File: config.mk
export PLATFORM = sky130hd
export DESIGN_NAME = intmod_top
export DESIGN_NICKNAME = d
export VERILOG_FILES = /design/src/rtl/intmod_pkg.sv /design/src/rtl/intmod_dlytimer.sv /design/src/rtl/intmod_datapath.sv /design/src/rtl/intmod_control.sv /design/src/rtl/intmod_top.sv
export SDC_FILE = /design/constraint.sdc
export NUM_CORES = 1
export LEC_CHECK = 0
export BUFFER_PORTS_ARGS = -buffer_cell sky130_fd_sc_hd__buf_2
export CELL_PAD_IN_SITES_DETAIL_PLACEMENT = 1
export CELL_PAD_IN_SITES_GLOBAL_PLACEMENT = 1
export CORE_UTILIZATION = 40
export CTS_BUF_LIST = sky130_fd_sc_hd__clkbuf_4
export DETAILED_ROUTE_END_ITERATION = 8
export PLACE_DENSITY = 0.9
export SYNTH_ARGS = -nofsm -noshare
export SYNTH_HDL_FRONTEND = slang
export SYNTH_SLANG_ARGS = --single-unit
File: constraint.sdc
create_clock -name clk -period 3.9 [get_ports clk]
set_input_delay 0.78 -clock clk [delete_from_list [all_inputs] [get_ports clk]]
set_output_delay 0.78 -clock clk [all_outputs]
set_load 0.03 [all_outputs]
File: src/rtl/intmod_pkg.sv
package intmod_pkg;
  // Strobes from the decision logic to the datapath
  typedef struct packed {
    logic deliver;    // interrupt goes out this cycle
    logic rxPost;     // receive cause bit is posted this cycle
    logic pktLoad;    // restart per-packet timer
    logic absLoad;    // start absolute timer
    logic timerStop;  // a timer expired: stop both
  } ctlStrobes_t;
endpackage

File: src/rtl/intmod_dlytimer.sv
module intmod_dlytimer #(
  parameter int W = 16
) (
  input  logic         clk,
  input  logic         rstN,
  input  logic         tick,
  input  logic         load,
  input  logic [W-1:0] loadVal,
  input  logic         stop,
  output logic         expire,
  output logic         running
);
  logic [W-1:0] cnt;

  assign running = (cnt != '0);
  assign expire  = tick && (cnt == W'(1));

  always_ff @(posedge clk) begin
    if (!rstN)             cnt <= '0;
    else if (load)         cnt <= loadVal;
    else if (stop)         cnt <= '0;
    else if (tick && running) cnt <= cnt - W'(1);
  end
endmodule

File: src/rtl/intmod_datapath.sv
module intmod_datapath
  import intmod_pkg::*;
#(
  parameter int NCAUSE         = 8,
  parameter int RX_BIT         = 0,
  parameter int ITR_W          = 16,
  parameter int DLY_W          = 16,
  parameter int TICKS_PER_UNIT = 32
) (
  input  logic              clk,
  input  logic              rstN,
  input  ctlStrobes_t       ctl,
  input  logic [NCAUSE-1:0] causeIn,
  input  logic              clearIn,
  input  logic [ITR_W-1:0]  itrInterval,
  input  logic [DLY_W-1:0]  pktDelay,
  input  logic [DLY_W-1:0]  absDelay,
  input  logic              ageLoadIn,
  input  logic [ITR_W:0]    ageLoadVal,
  output logic              ageReady,
  output logic              pktExpire,
  output logic              absExpire,
  output logic              absRunning,
  output logic              irqOut,
  output logic [NCAUSE-1:0] causeOut,
  output logic [ITR_W:0]    ageOut
);
  localparam int PRE_W = (TICKS_PER_UNIT > 1) ? $clog2(TICKS_PER_UNIT) : 1;
  localparam logic [PRE_W-1:0] PRE_LAST = PRE_W'(TICKS_PER_UNIT - 1);
  localparam int AGE_W = ITR_W + 1;
  localparam logic [AGE_W-1:0] AGE_SAT = AGE_W'(1) << ITR_W;
  localparam int NTMR = 2;  // index 0: per-packet, 1: absolute

  // Time base: one unit tick per 256 ns
  logic [PRE_W-1:0] presc;
  logic unitTick;
  assign unitTick = (presc == PRE_LAST);

  always_ff @(posedge clk) begin
    if (!rstN)         presc <= '0;
    else if (unitTick) presc <= '0;
    else               presc <= presc + PRE_W'(1);
  end

  // Age since last delivery, saturating
  logic [AGE_W-1:0] age;
  always_ff @(posedge clk) begin
    if (!rstN)                            age <= AGE_SAT;
    else if (ageLoadIn)                   age <= ageLoadVal;
    else if (ctl.deliver)                 age <= '0;
    else if (unitTick && age < AGE_SAT)   age <= age + AGE_W'(1);
  end
  assign ageReady = (age >= AGE_W'(itrInterval));
  assign ageOut   = age;

  // Receive delay timers
  logic [NTMR-1:0] tLoad, tExp, tRun;
  logic [DLY_W-1:0] tVal [NTMR];
  assign tLoad = {ctl.absLoad, ctl.pktLoad};
  assign tVal[0] = pktDelay;
  assign tVal[1] = absDelay;

  for (genvar g = 0; g < NTMR; g++) begin : g_tmr
    intmod_dlytimer #(.W(DLY_W)) u_tmr (
      .clk(clk), .rstN(rstN), .tick(unitTick), .load(tLoad[g]),
      .loadVal(tVal[g]), .stop(ctl.timerStop),
      .expire(tExp[g]), .running(tRun[g])
    );
  end
  assign pktExpire  = tExp[0];
  assign absExpire  = tExp[1];
  assign absRunning = tRun[1];

  // Sticky cause register
  logic [NCAUSE-1:0] causeReg, newCause;
  assign newCause = causeIn | (ctl.rxPost ? (NCAUSE'(1) << RX_BIT) : '0);
  always_ff @(posedge clk) begin
    if (!rstN) causeReg <= '0;
    else       causeReg <= (clearIn ? '0 : causeReg) | newCause;
  end
  assign causeOut = causeReg;

  always_ff @(posedge clk) begin
    if (!rstN) irqOut <= 1'b0;
    else       irqOut <= ctl.deliver;
  end

  // bits never drop without a clear
  p_cause_sticky_r1: assert property (@(posedge clk) disable iff (!rstN)
    !clearIn |=> ((causeReg & $past(causeReg)) == $past(causeReg)));
  // the throttle gap is measured from each delivery
  p_age_cleared_r4: assert property (@(posedge clk) disable iff (!rstN)
    (ctl.deliver && !ageLoadIn) |=> (age == '0));
  // absolute timer never restarted while running
  p_abs_no_restart_r7: assert property (@(posedge clk) disable iff (!rstN)
    ctl.absLoad |-> !tRun[1]);
  // expiry stops the other timer
  p_stop_pkt_r10: assert property (@(posedge clk) disable iff (!rstN)
    (ctl.timerStop && !ctl.pktLoad) |=> !tRun[0]);
  p_stop_abs_r10: assert property (@(posedge clk) disable iff (!rstN)
    (ctl.timerStop && !ctl.absLoad) |=> !tRun[1]);
endmodule

File: src/rtl/intmod_control.sv
module intmod_control
  import intmod_pkg::*;
#(
  parameter int NCAUSE = 8,
  parameter int ITR_W  = 16,
  parameter int DLY_W  = 16
) (
  input  logic              clk,
  input  logic              rstN,
  input  logic [NCAUSE-1:0] causeIn,
  input  logic              urgentIn,
  input  logic              rxDoneIn,
  input  logic [ITR_W-1:0]  itrInterval,
  input  logic [DLY_W-1:0]  pktDelay,
  input  logic [DLY_W-1:0]  absDelay,
  input  logic              ageReady,
  input  logic              pktExpire,
  input  logic              absExpire,
  input  logic              absRunning,
  output ctlStrobes_t       ctl
);
  logic pending;
  logic immRx, tmrRx, rxPost, postAny, itrZero, readyNow, pendFire, deliver;

  always_comb begin
    immRx    = rxDoneIn && (pktDelay == '0) && (absDelay == '0);
    tmrRx    = pktExpire || absExpire;
    rxPost   = immRx || tmrRx;
    postAny  = (causeIn != '0) || rxPost;
    itrZero  = (itrInterval == '0);
    readyNow = itrZero || urgentIn || ageReady;
    pendFire = pending && (itrZero || ageReady);
    deliver  = (postAny && readyNow) || pendFire;

    ctl.deliver   = deliver;
    ctl.rxPost    = rxPost;
    ctl.pktLoad   = rxDoneIn && (pktDelay != '0);
    ctl.absLoad   = rxDoneIn && (absDelay != '0) && !absRunning;
    ctl.timerStop = tmrRx;
  end

  always_ff @(posedge clk) begin
    if (!rstN)        pending <= 1'b0;
    else if (deliver) pending <= 1'b0;
    else if (postAny) pending <= 1'b1;
  end

  // a deferral only arises under a nonzero interval without urgency
  p_defer_needs_throttle_r4: assert property (@(posedge clk) disable iff (!rstN)
    $rose(pending) |-> ($past(itrInterval) != '0) && !$past(urgentIn));
endmodule

File: src/rtl/intmod_top.sv
module intmod_top
  import intmod_pkg::*;
#(
  parameter int NCAUSE         = 8,
  parameter int RX_BIT         = 0,
  parameter int ITR_W          = 16,
  parameter int DLY_W          = 16,
  parameter int TICKS_PER_UNIT = 32
) (
  input  logic              clk,
  input  logic              rstN,
  input  logic [NCAUSE-1:0] causeIn,
  input  logic              urgentIn,
  input  logic              rxDoneIn,
  input  logic              clearIn,
  input  logic [ITR_W-1:0]  itrInterval,
  input  logic [DLY_W-1:0]  pktDelay,
  input  logic [DLY_W-1:0]  absDelay,
  input  logic              ageLoadIn,
  input  logic [ITR_W:0]    ageLoadVal,
  output logic              irqOut,
  output logic [NCAUSE-1:0] causeOut,
  output logic [ITR_W:0]    ageOut
);
  ctlStrobes_t ctl;
  logic ageReady, pktExpire, absExpire, absRunning;

  intmod_control #(.NCAUSE(NCAUSE), .ITR_W(ITR_W), .DLY_W(DLY_W)) u_ctl (
    .clk(clk), .rstN(rstN), .causeIn(causeIn), .urgentIn(urgentIn),
    .rxDoneIn(rxDoneIn), .itrInterval(itrInterval), .pktDelay(pktDelay),
    .absDelay(absDelay), .ageReady(ageReady), .pktExpire(pktExpire),
    .absExpire(absExpire), .absRunning(absRunning), .ctl(ctl)
  );

  intmod_datapath #(.NCAUSE(NCAUSE), .RX_BIT(RX_BIT), .ITR_W(ITR_W),
                    .DLY_W(DLY_W), .TICKS_PER_UNIT(TICKS_PER_UNIT)) u_dp (
    .clk(clk), .rstN(rstN), .ctl(ctl), .causeIn(causeIn), .clearIn(clearIn),
    .itrInterval(itrInterval), .pktDelay(pktDelay), .absDelay(absDelay),
    .ageLoadIn(ageLoadIn), .ageLoadVal(ageLoadVal), .ageReady(ageReady),
    .pktExpire(pktExpire), .absExpire(absExpire), .absRunning(absRunning),
    .irqOut(irqOut), .causeOut(causeOut), .ageOut(ageOut)
  );

  // an urgent cause goes out on the next cycle
  p_urgent_now_r3: assert property (@(posedge clk) disable iff (!rstN)
    (urgentIn && causeIn != '0) |=> irqOut);
endmodule

**Word-level counts from Yosys, hierarchy flattened**

Index checks and enable logic that the tools add are counted.
W data, S select, Z words.

- Memory bits (read-only): 0
- Memories kept: 0
- Bits in writable memories: 0
- Input port bits: 79
- Output and inout port bits: 26
- Logic and storage cells: 63
- Bits in latches: 0
- Bits in registers: 64

- Shift-type cells: 0
- Add/sub/neg operators: 4
- $mul: 0
- Eq/ne operators: 3
- Muxes and demuxes: 11
- Reductions and logical operators: 33
- Divide/modulo/power cells: 0
- Magnitude comparators: 2
- Bitwise operators: 3

Operator list:

| operator | count |
|---|---|
| $mux W16 | 6 |
| $reduce_bool A16 Y1 | 4 |
| $mux W17 | 3 |
| $logic_not A16 Y1 | 3 |
| $eq A16 B1 Y1 const B | 2 |
| $sub A16 B1 Y16 const B | 2 |
| $add A17 B1 Y17 const B | 1 |
| $ge A17 B16 Y1 | 1 |
| $lt A17 B17 Y1 const B | 1 |
| $or A8 B8 Y8 | 2 |
| $logic_and A1 B1 Y1 | 12 |
| $reduce_bool A3 Y1 | 3 |
| $mux W8 | 1 |
| $reduce_bool A8 Y1 | 1 |
| $logic_or A1 B1 Y1 | 7 |
| $add A5 B1 Y5 const B | 1 |
| $eq A5 B5 Y1 const B | 1 |
| $reduce_or A2 Y1 | 2 |
| $logic_not A1 Y1 | 1 |
| $mux W1 | 1 |
| $not A1 Y1 | 1 |

**Logic depth before layout (Yosys ltp)**

Gate-level depths: netlist of run 1.

- Depth after elaboration: 9
- Mapped depth: 11
- Depth with buffers taken out: 10

**By module**

From an unflattened synthesis of run 1, not the netlist that was laid out.

- Cells, all modules: 545
- Area total of the unflattened synthesis: 4,347.9 sq um

Modules (own cells, without submodules):

| module | area each (sq um) | times used | cells each | seq. area each (sq um) |
|---|---|---|---|---|
| intmod_dlytimer | 1,096.1 | 2 | 140 | 320.3 |
| intmod_datapath | 1,909.3 | 1 | 232 | 620.6 |
| intmod_control | 246.5 | 1 | 33 | 20.0 |

**Worst setup path after synthesis of run 1**

No wires, ideal clock.

- Path kind: register to register
- Start: register u_dp.presc[0]
- End: register u_dp.age[5], in the netlist u_dp.ageOut[5]
- Setup time: 0.103 ns
- Buffers on the path: 0
- Cell stages (with the launch flop): 11
- Clock period less this slack: 2.854 ns
- Arrival time: 2.750 ns
- Data required time: 3.797 ns
- Slack: 1.046 ns
- Cell sequence: dfxtp_1 > ha_1 > and3_1 > ha_1 > nor4bb_1 > and4_1 > or3_1 > o31ai_2 > a31oi_4 > a311o_1 > a2111oi_2

- Word-level cells in the longest chain between the ends: 9
- Elaborated cells on any way between the ends: 12
- Classes of those cells: eq/ne (1); mux (2); reduce/logical (9)

Ends and longest elaborated chain:

| element | RTL line | source |
|---|---|---|
| start, declared | intmod_datapath.sv:35 | `logic [PRE_W-1:0] presc;` |
| start signal, assigned | intmod_datapath.sv:42 | `else presc <= presc + PRE_W'(1);` |
| $eq A5 B5 Y1 (*) | intmod_datapath.sv:37 | `assign unitTick = (presc == PRE_LAST);` |
| $logic_and A1 B1 Y1 | intmod_dlytimer.sv:16 | `assign expire = tick && (cnt == W'(1));` |
| $logic_or A1 B1 Y1 | intmod_control.sv:27 | `tmrRx = pktExpire \|\| absExpire;` |
| $logic_or A1 B1 Y1 | intmod_control.sv:28 | `rxPost = immRx \|\| tmrRx;` |
| $logic_or A1 B1 Y1 | intmod_control.sv:29 | `postAny = (causeIn != '0) \|\| rxPost;` |
| $logic_and A1 B1 Y1 | intmod_control.sv:33 | `deliver = (postAny && readyNow) \|\| pendFire;` |
| $logic_or A1 B1 Y1 | intmod_control.sv:33 |  |
| $mux W17 | intmod_datapath.sv:50 | `else if (ctl.deliver) age <= '0;` |
| $mux W17 | intmod_datapath.sv:49 | `else if (ageLoadIn) age <= ageLoadVal;` |
| end signal, assigned | intmod_datapath.sv:49 |  |
| end signal, assigned | intmod_datapath.sv:51 | `else if (unitTick && age < AGE_SAT) age <= age + AGE_W'(1);` |
| end, declared | intmod_datapath.sv:46 | `logic [AGE_W-1:0] age;` |

Mark *: on every way between the ends. The rest lies on a longest branch, timed or not.
A chain may end at the register's enable or synchronous reset.

**Final worst setup path of run 1**

Ends and elaborated chain as after synthesis.

==> results of run 1 <==
[flip-flops by register name (all words and copies together) (netlist names)]
name                  flops
u_dp.ageOut              17
u_dp.g_tmr.u_tmr.cnt     32
u_dp.irqOut               1
u_ctl.pending             1
u_dp.causeOut             8
u_dp.presc                5
[cells in the mapped netlist (all sizes together) (2+ instances only)]
cell,instances,area (µm²)
a211oi,6,45.0
a21boi,3,22.5
a21o,8,60.1
a21oi,39,195
a221oi,6,52.6
a22o,2,17.5
a22oi,12,90.1
a31o,2,17.5
a31oi,4,40.0
a41o,2,20.0
and2,2,12.5
and3,11,68.8
and4,7,63.8
and4b,2,20.0
buf,4,32.5
clkbuf,20,75.1
dfxtp,64,1280
ha,25,313
inv,29,109
nand2,59,221
nand2b,5,38.8
nand3,24,120
nand4,12,75.1
nor2,43,161
nor2b,2,12.5
nor3,31,171
nor3b,3,22.5
nor4,24,178
o2111a,6,67.6
o211a,7,70.1
o21ai,25,125
o221a,2,22.5
o31ai,5,42.5
or2,2,12.5
or3,5,36.3
or3b,2,17.5
or4,4,37.5
xnor2,8,70.1
xor2,9,78.8
[through the flow]
step / hold WS, ps / area [µm²] / util, % / power [µW]
CTS: 472 / 5040 / 48.8 / 2660
finish: 470 / 5040 / 48.8 / 2670
detailed placement: 452 / 4900 / 47.5 / 2170
floorplan: 418 / 4260 / - / 1800
global placement: 429 / 4900 / 47.5 / 2080
global route: 491 / 5040 / 48.8 / 2860
[per-layer routing]
layer  wire length (µm)  vias up  part of all wire [%]  GRT usage, %
met5                  0        -                     0             0
met4                190        0                   1.3          8.45
met3                791       16                   5.4          5.01
met2               7300      154                    50          49.0
met1               6280     2344                    43          32.4
li1                   -     2237                     -             -
[kinds of logic after synthesis]
family / share of synthesized area, %
AOI/OAI and AO/OA: 23.4
and+or+nand+nor: 30.4
buffers and inverters: 5.08
xor gates and xnor gates: 3.49
muxes: 0.235
adders and majority gates: 7.34
DFF: 30.0
[report_power, final]
part | internal [µW] | leakage [µW] | switching (µW)
clock | 195 | 0.0000700 | 281
combinational | 490 | 0.00173 | 805
sequential | 756 | 0.000525 | 139
total | 1440 | 0.00233 | 1220
[worst max-delay path, delay by kind of cell (launching register included)]
kind	cells	cell delay [ps]
compound gates	3	900
flops	1	350
fa+ha+maj	2	490
simple gates	5	1420
[layout by cell type, fill, tap and decap left out, types with 3 or more instances in the layout]
| master | instances |
|---|---|
| buf_2 | 104 |
| dfxtp_1 | 64 |
| nand2_1 | 59 |
| nor2_1 | 43 |
| a21oi_1 | 39 |
| inv_1 | 29 |
| nor3_1 | 29 |
| o21ai_0 | 25 |
| ha_1 | 25 |
| nand3_1 | 24 |
| nor4_1 | 21 |
| nand4_1 | 12 |
| a22oi_1 | 12 |
| and3_1 | 11 |
| xor2_1 | 9 |
| clkbuf_4 | 9 |
| a21o_1 | 8 |
| xnor2_1 | 8 |
| o211a_1 | 7 |
| buf_4 | 7 |
| and4_1 | 6 |
| a211oi_1 | 6 |
| a221oi_1 | 6 |
| o2111a_1 | 6 |
| or3_1 | 4 |
| nand2b_1 | 4 |
| o31ai_1 | 4 |
| a31oi_1 | 3 |
| a21boi_0 | 3 |
| nor3b_1 | 3 |
[worst max-delay path by stage]
stage                        startpoint                     endpoint  slack (ps)  cells past startpoint
final                     u_dp.presc[0]               u_dp.ageOut[5]         640                     10
after detailed placement  u_dp.presc[0]               u_dp.ageOut[5]         690                     10
after global routing      u_dp.presc[0]               u_dp.ageOut[5]         500                     10
after floorplan           u_dp.presc[0]               u_dp.ageOut[5]        1050                     10
after global placement     pktDelay[11]  u_dp.g_tmr[0].u_tmr.cnt[13]         800                      8
after CTS                 u_dp.presc[0]               u_dp.ageOut[5]         670                     10
[cell type report]
type                       count  area share (%)
antenna                        1          0.0496
timing repair buffer         111            11.4
inverter                      29            2.16
multi-input combinational    425            54.9
sequential                    64            25.4
clock buffer                   9            1.34
tap                          136            3.38
clock inverter                 7            1.41
==> results_dict.tcl, run 1 <==
set metrics [dict create \
    status "finished clean" \
    io_pins 105 \
    power_density_nw_per_um2 529 \
    die_h_um 105 \
    cts_made_buffers 9 \
    tightest_slew_ps 1020 \
    antenna_found_initial 1 \
    grt_pass1_wl_mm 24.2 \
    dp.final_hpwl_mm 10.9 \
    reg2reg_setup_slack_ps 640 \
    synthDistinctLibCells 67 \
    synth-seq-cells 64 \
    yosys_warnings 0 \
    regArea_um2 1280 \
    holdBufCountCts 0 \
    final_cell_count_no_fill 782 \
    critPathRequiredTime_ps 4230 \
    final_nets 744 \
    area_delta_synth_final_pct 18.2 \
    cts_root_buf "clkbuf_4" \
    critPathMaxStageDelay_ps 420 \
    cellLeakagePower_uw 0.00233 \
    synth_cells 542 \
    maxCapViolations 0 \
    die_w_um 105 \
    cp_max_fo 19 \
    drt_iter0_drc 189 \
    routedWlPerCell_um 18.6 \
    placed_cells 765 \
    gp_congestion 0.946 \
    synth_edf_count 0 \
    finalCritPeriodShare_pct 83.6 \
    routed_wl_mm 14.6 \
    crit_arrival_ps 3590 \
    cts_tree "built" \
    ctsLongestPathBuffers 2 \
    rows 37 \
    drc 0 \
    nFillCells 1336 \
    worst_slack_ps 640 \
    slowest_stage "nor4_2" \
    whs_path_depth 1 \
    cts_resized 0 \
    hp-class "flop to flop" \
    cp-start-kind "flop" \
    fin_skew_ps 19.3 \
    overflow 0 \
    report.final.slew_viol_count 0 \
    tns_ps 0 \
    io_buffer_count 104 \
    endpoint_kind "flop" \
    synth_area_per_cell_um2 7.87 \
    grt_max_degree 39 \
    holdCritStartpoint "u_dp.presc[0]" \
    ant_nets 0 \
    drive_above_1_share_pct 22.9 \
    r2r-start "u_dp.presc[0]" \
    path_cells "ha_1 > and3_1 > ha_1 > nor4bb_1 > and4_1 > or3_1 > nor4_2 > a31oi_4 > a311o_1 > a2111oi_2" \
    cts-htree-levels 3 \
    finalHoldViolCount 0 \
    worst_r2r_path_depth 10 \
    drtPass1Iterations 4 \
    async_reset_ff_share_pct 0 \
    rsz0062_at_grt "false" \
    setup-violations-final 0 \
    cts.sinks 64 \
    grt_use_total_pct 27.2 \
    regToRegEndpoint "u_dp.ageOut[5]" \
    syn_area_um2 4260 \
    critPathKind "flop to flop" \
    start_util_pct 41.3 \
    design.die.area_um2 11100 \
    postCtsSetupBuffers 0 \
    clk_pin_slew_ps 120 \
    grt_pass1_vias 4952 \
    vias_per_cell 6.08 \
    num_vias 4751 \
    max_freq_mhz 307 \
    ys.flop_type "dfxtp_1" \
    yosysSeqAreaShare_pct 30.0 \
    slew_headroom_pct 32.1 \
    vdd_drop_max_mv 0.570 \
    post-place-ws_ps 686 \
    multiInputGateArea_um2 2770 \
    core_area_um2 10300 \
    hold-path-endpoint "u_dp.presc[0]" \
    clock_latency_ps 440 \
    crit_path_frequent_cell "ha_1" \
    fin_crit_ps 3260 \
    synth_fp_nets 646 \
]
Note: power is estimated with default switching activity, not from simulation.
==> run 2, diff against run 1 <==
Settings changed: ABC_AREA from default to 1, CORE_UTILIZATION 40 to 35, PLACE_DENSITY 0.9 to 0.86.
Clock period 3.9 ns to 2.6 ns, I/O delays scaled along.
==> run 2 against run 1 <==
Compared with the run above: clock power grew 53%; utilization shrank 6.0 points; combinational power grew 64%; area after synthesis grew 6.6%; via count is 1.3% higher; final cell count grew 23%; wire length fell by 6.1%; clock skew is 4.1 ps lower; sequential share of layout area is 1.7 points lower; register-to-register slack worse by 390 ps; largest cell class unchanged.
==> results_dict.tcl, run 2 <==
set metrics [dict create \
    crit_start "u_dp.ageOut[0]" \
    critPathRequiredTime_ps 2930 \
    clock_latency_ps 440 \
    tns_ps 0 \
    drtPass1Iterations 4 \
    hp-class "primary input to flop" \
    synthDistinctLibCells 42 \
    cts_tree "built" \
    synth_edf_count 0 \
    power_density_nw_per_um2 766 \
    nFillCells 1761 \
    drive_above_1_share_pct 22.1 \
    finalHoldViolCount 0 \
    synth_most_common_cell "nor2_1" \
    whs_path_depth 3 \
    max_freq_mhz 425 \
    setup-violations-final 0 \
    grt_pass1_wl_mm 22.4 \
    grt_pass1_vias 4910 \
    num_antenna_cells 0 \
    top_usage_layer "met2" \
    synth_cells 677 \
    regMostFlops "u_dp.g_tmr.u_tmr.cnt" \
    synth_area_per_cell_um2 6.71 \
    cts-htree-levels 3 \
    maxCapViolations 0 \
    cts_resized 0 \
    cts.sinks 64 \
    finalCritPeriodShare_pct 90.5 \
    gp_congestion 0.832 \
    report.final.slew_viol_count 0 \
    worst_r2r_path_depth 12 \
    clk_pin_slew_ps 120 \
    final_nets 892 \
    synth_fp_nets 781 \
    rows 41 \
    placed_cells 949 \
    mostFrequentLayoutCell "nor2_1" \
    synth-seq-cells 64 \
    cp_max_fo 28 \
    dp.final_hpwl_mm 10.5 \
    syn_area_um2 4550 \
    start_util_pct 36.0 \
    crit_arrival_ps 2680 \
    ys_top_cells_by_count "nor2_1 (117), nand2_1 (111), inv_1 (78)" \
    yosys_warnings 0 \
    drc 0 \
    cts_root_buf "clkbuf_4" \
    cellLeakagePower_uw 0.00266 \
    yosysTopAreaCell "dfxtp_1" \
    die_w_um 116 \
    grt_max_degree 51 \
    design.die.area_um2 13400 \
    overflow 0 \
    p_total_uw 4140 \
    grt_use_total_pct 21.2 \
    num_vias 4813 \
    cp-start-kind "flop" \
    vias_per_cell 4.99 \
    yosysSeqAreaShare_pct 28.2 \
    ctsLongestPathBuffers 2 \
    r2r-start "u_dp.ageOut[0]" \
    rsz0062_at_grt "false" \
    largest_reg_flops 32 \
    postCtsSetupBuffers 0 \
    met2_usage_pct 39.7 \
    fin_skew_ps 15.2 \
    io_pins 105 \
    worst_slack_ps 248 \
    tightest_slew_ps 606 \
    netlist.area_leader.share_pct 28.2 \
    final_cell_mix "nor2_1 (117), nand2_1 (111), buf_2 (104), inv_1 (78), dfxtp_1 (64)" \
    regArea_um2 1280 \
    use_met3_pct 3.09 \
    area_delta_synth_final_pct 18.9 \
    multiInputGateArea_um2 2820 \
    crit_end "u_dp.ageOut[6]" \
    io_buffer_count 104 \
    core_area_um2 12600 \
    grt_util_met1_pct 24.7 \
    endpoint_kind "flop" \
    fin_crit_ps 2350 \
    critPathKind "flop to flop" \
    vdd_drop_max_mv 0.483 \
    ys.flop_type "dfxtp_1" \
    routed_wl_mm 13.7 \
    status "finished clean" \
    holdBufCountCts 0 \
    yosys-top-cells-area "dfxtp_1 (28%), nor2_1 (9.7%), nand2_1 (9.2%)" \
    hold_ws_ps 300 \
    async_reset_ff_share_pct 0 \
    ant_nets 0 \
    reg2reg_setup_slack_ps 250 \
    routedWlPerCell_um 14.2 \
    cts_made_buffers 9 \
    slew_headroom_pct 59.2 \
    die_h_um 116 \
    post-place-ws_ps 70.8 \
    final_cell_count_no_fill 965 \
    drt_iter0_drc 147 \
    regToRegEndpoint "u_dp.ageOut[6]" \
    antenna_found_initial 0 \
]
[run 2: kinds of logic after synthesis]
| kind of cell | Yosys count | synth area share [%] |
|---|---|---|
| simple gates | 309 | 31.5 |
| compound gates | 141 | 16.8 |
| buf+inv | 103 | 9.80 |
| flops | 64 | 28.2 |
| xor+xnor | 35 | 6.74 |
| fa+ha+maj | 25 | 6.88 |
[run 2: worst max-delay path, cell delays in order, from the launching register on]
cell	delay, ps
dfxtp_1	420
inv_1	120
ha_1	280
inv_1	50
nand2_1	50
nand3_1	90
nor2_1	60
nor2_2	130
nand3_1	140
nand2_4	140
nand4_4	350
o21ai_1	330
nor2_1	80
[run 2: worst min-delay path by stage]
stage              startpoint              end  slack, ps
2_1_floorplan   u_dp.presc[0]    u_dp.presc[0]        420
3_3_place_gp    u_dp.presc[0]    u_dp.presc[0]        430
3_5_place_dp    u_dp.presc[0]    u_dp.presc[0]        440
4_1_cts        ageLoadVal[16]  u_dp.ageOut[16]        270
5_1_grt        ageLoadVal[16]  u_dp.ageOut[16]        320
6_report       ageLoadVal[16]  u_dp.ageOut[16]        300
[run 2: area by class of cell]
type	count	area share (%)
inverter	83	5.76
sequential	64	23.7
clock buffer	9	1.25
multi-input combinational	510	52.1
timing repair buffer	120	11.8
tap	172	3.98
clock inverter	7	1.32
[run 2: through the flow]
step                instance area (µm²)  util [%]
global route                       5410      42.8
finish                             5410      42.8
floorplan                          4550         -
global placement                   5270      41.7
detailed placement                 5270      41.7
CTS                                5410      42.8
[run 2: where the power goes]
part	switching [µW]	internal [µW]	leakage (µW)
clock	436	292	0.0000683
sequential	165	1130	0.000528
combinational	1320	799	0.00206
total	1920	2220	0.00266
[run 2: metal layers]
| layer | routed length (µm) | up-vias |
|---|---|---|
| li1 | - | 2420 |
| met3 | 435 | 18 |
| met1 | 6080 | 2287 |
| met2 | 6950 | 88 |
| met5 | 0 | - |
| met4 | 203 | 0 |
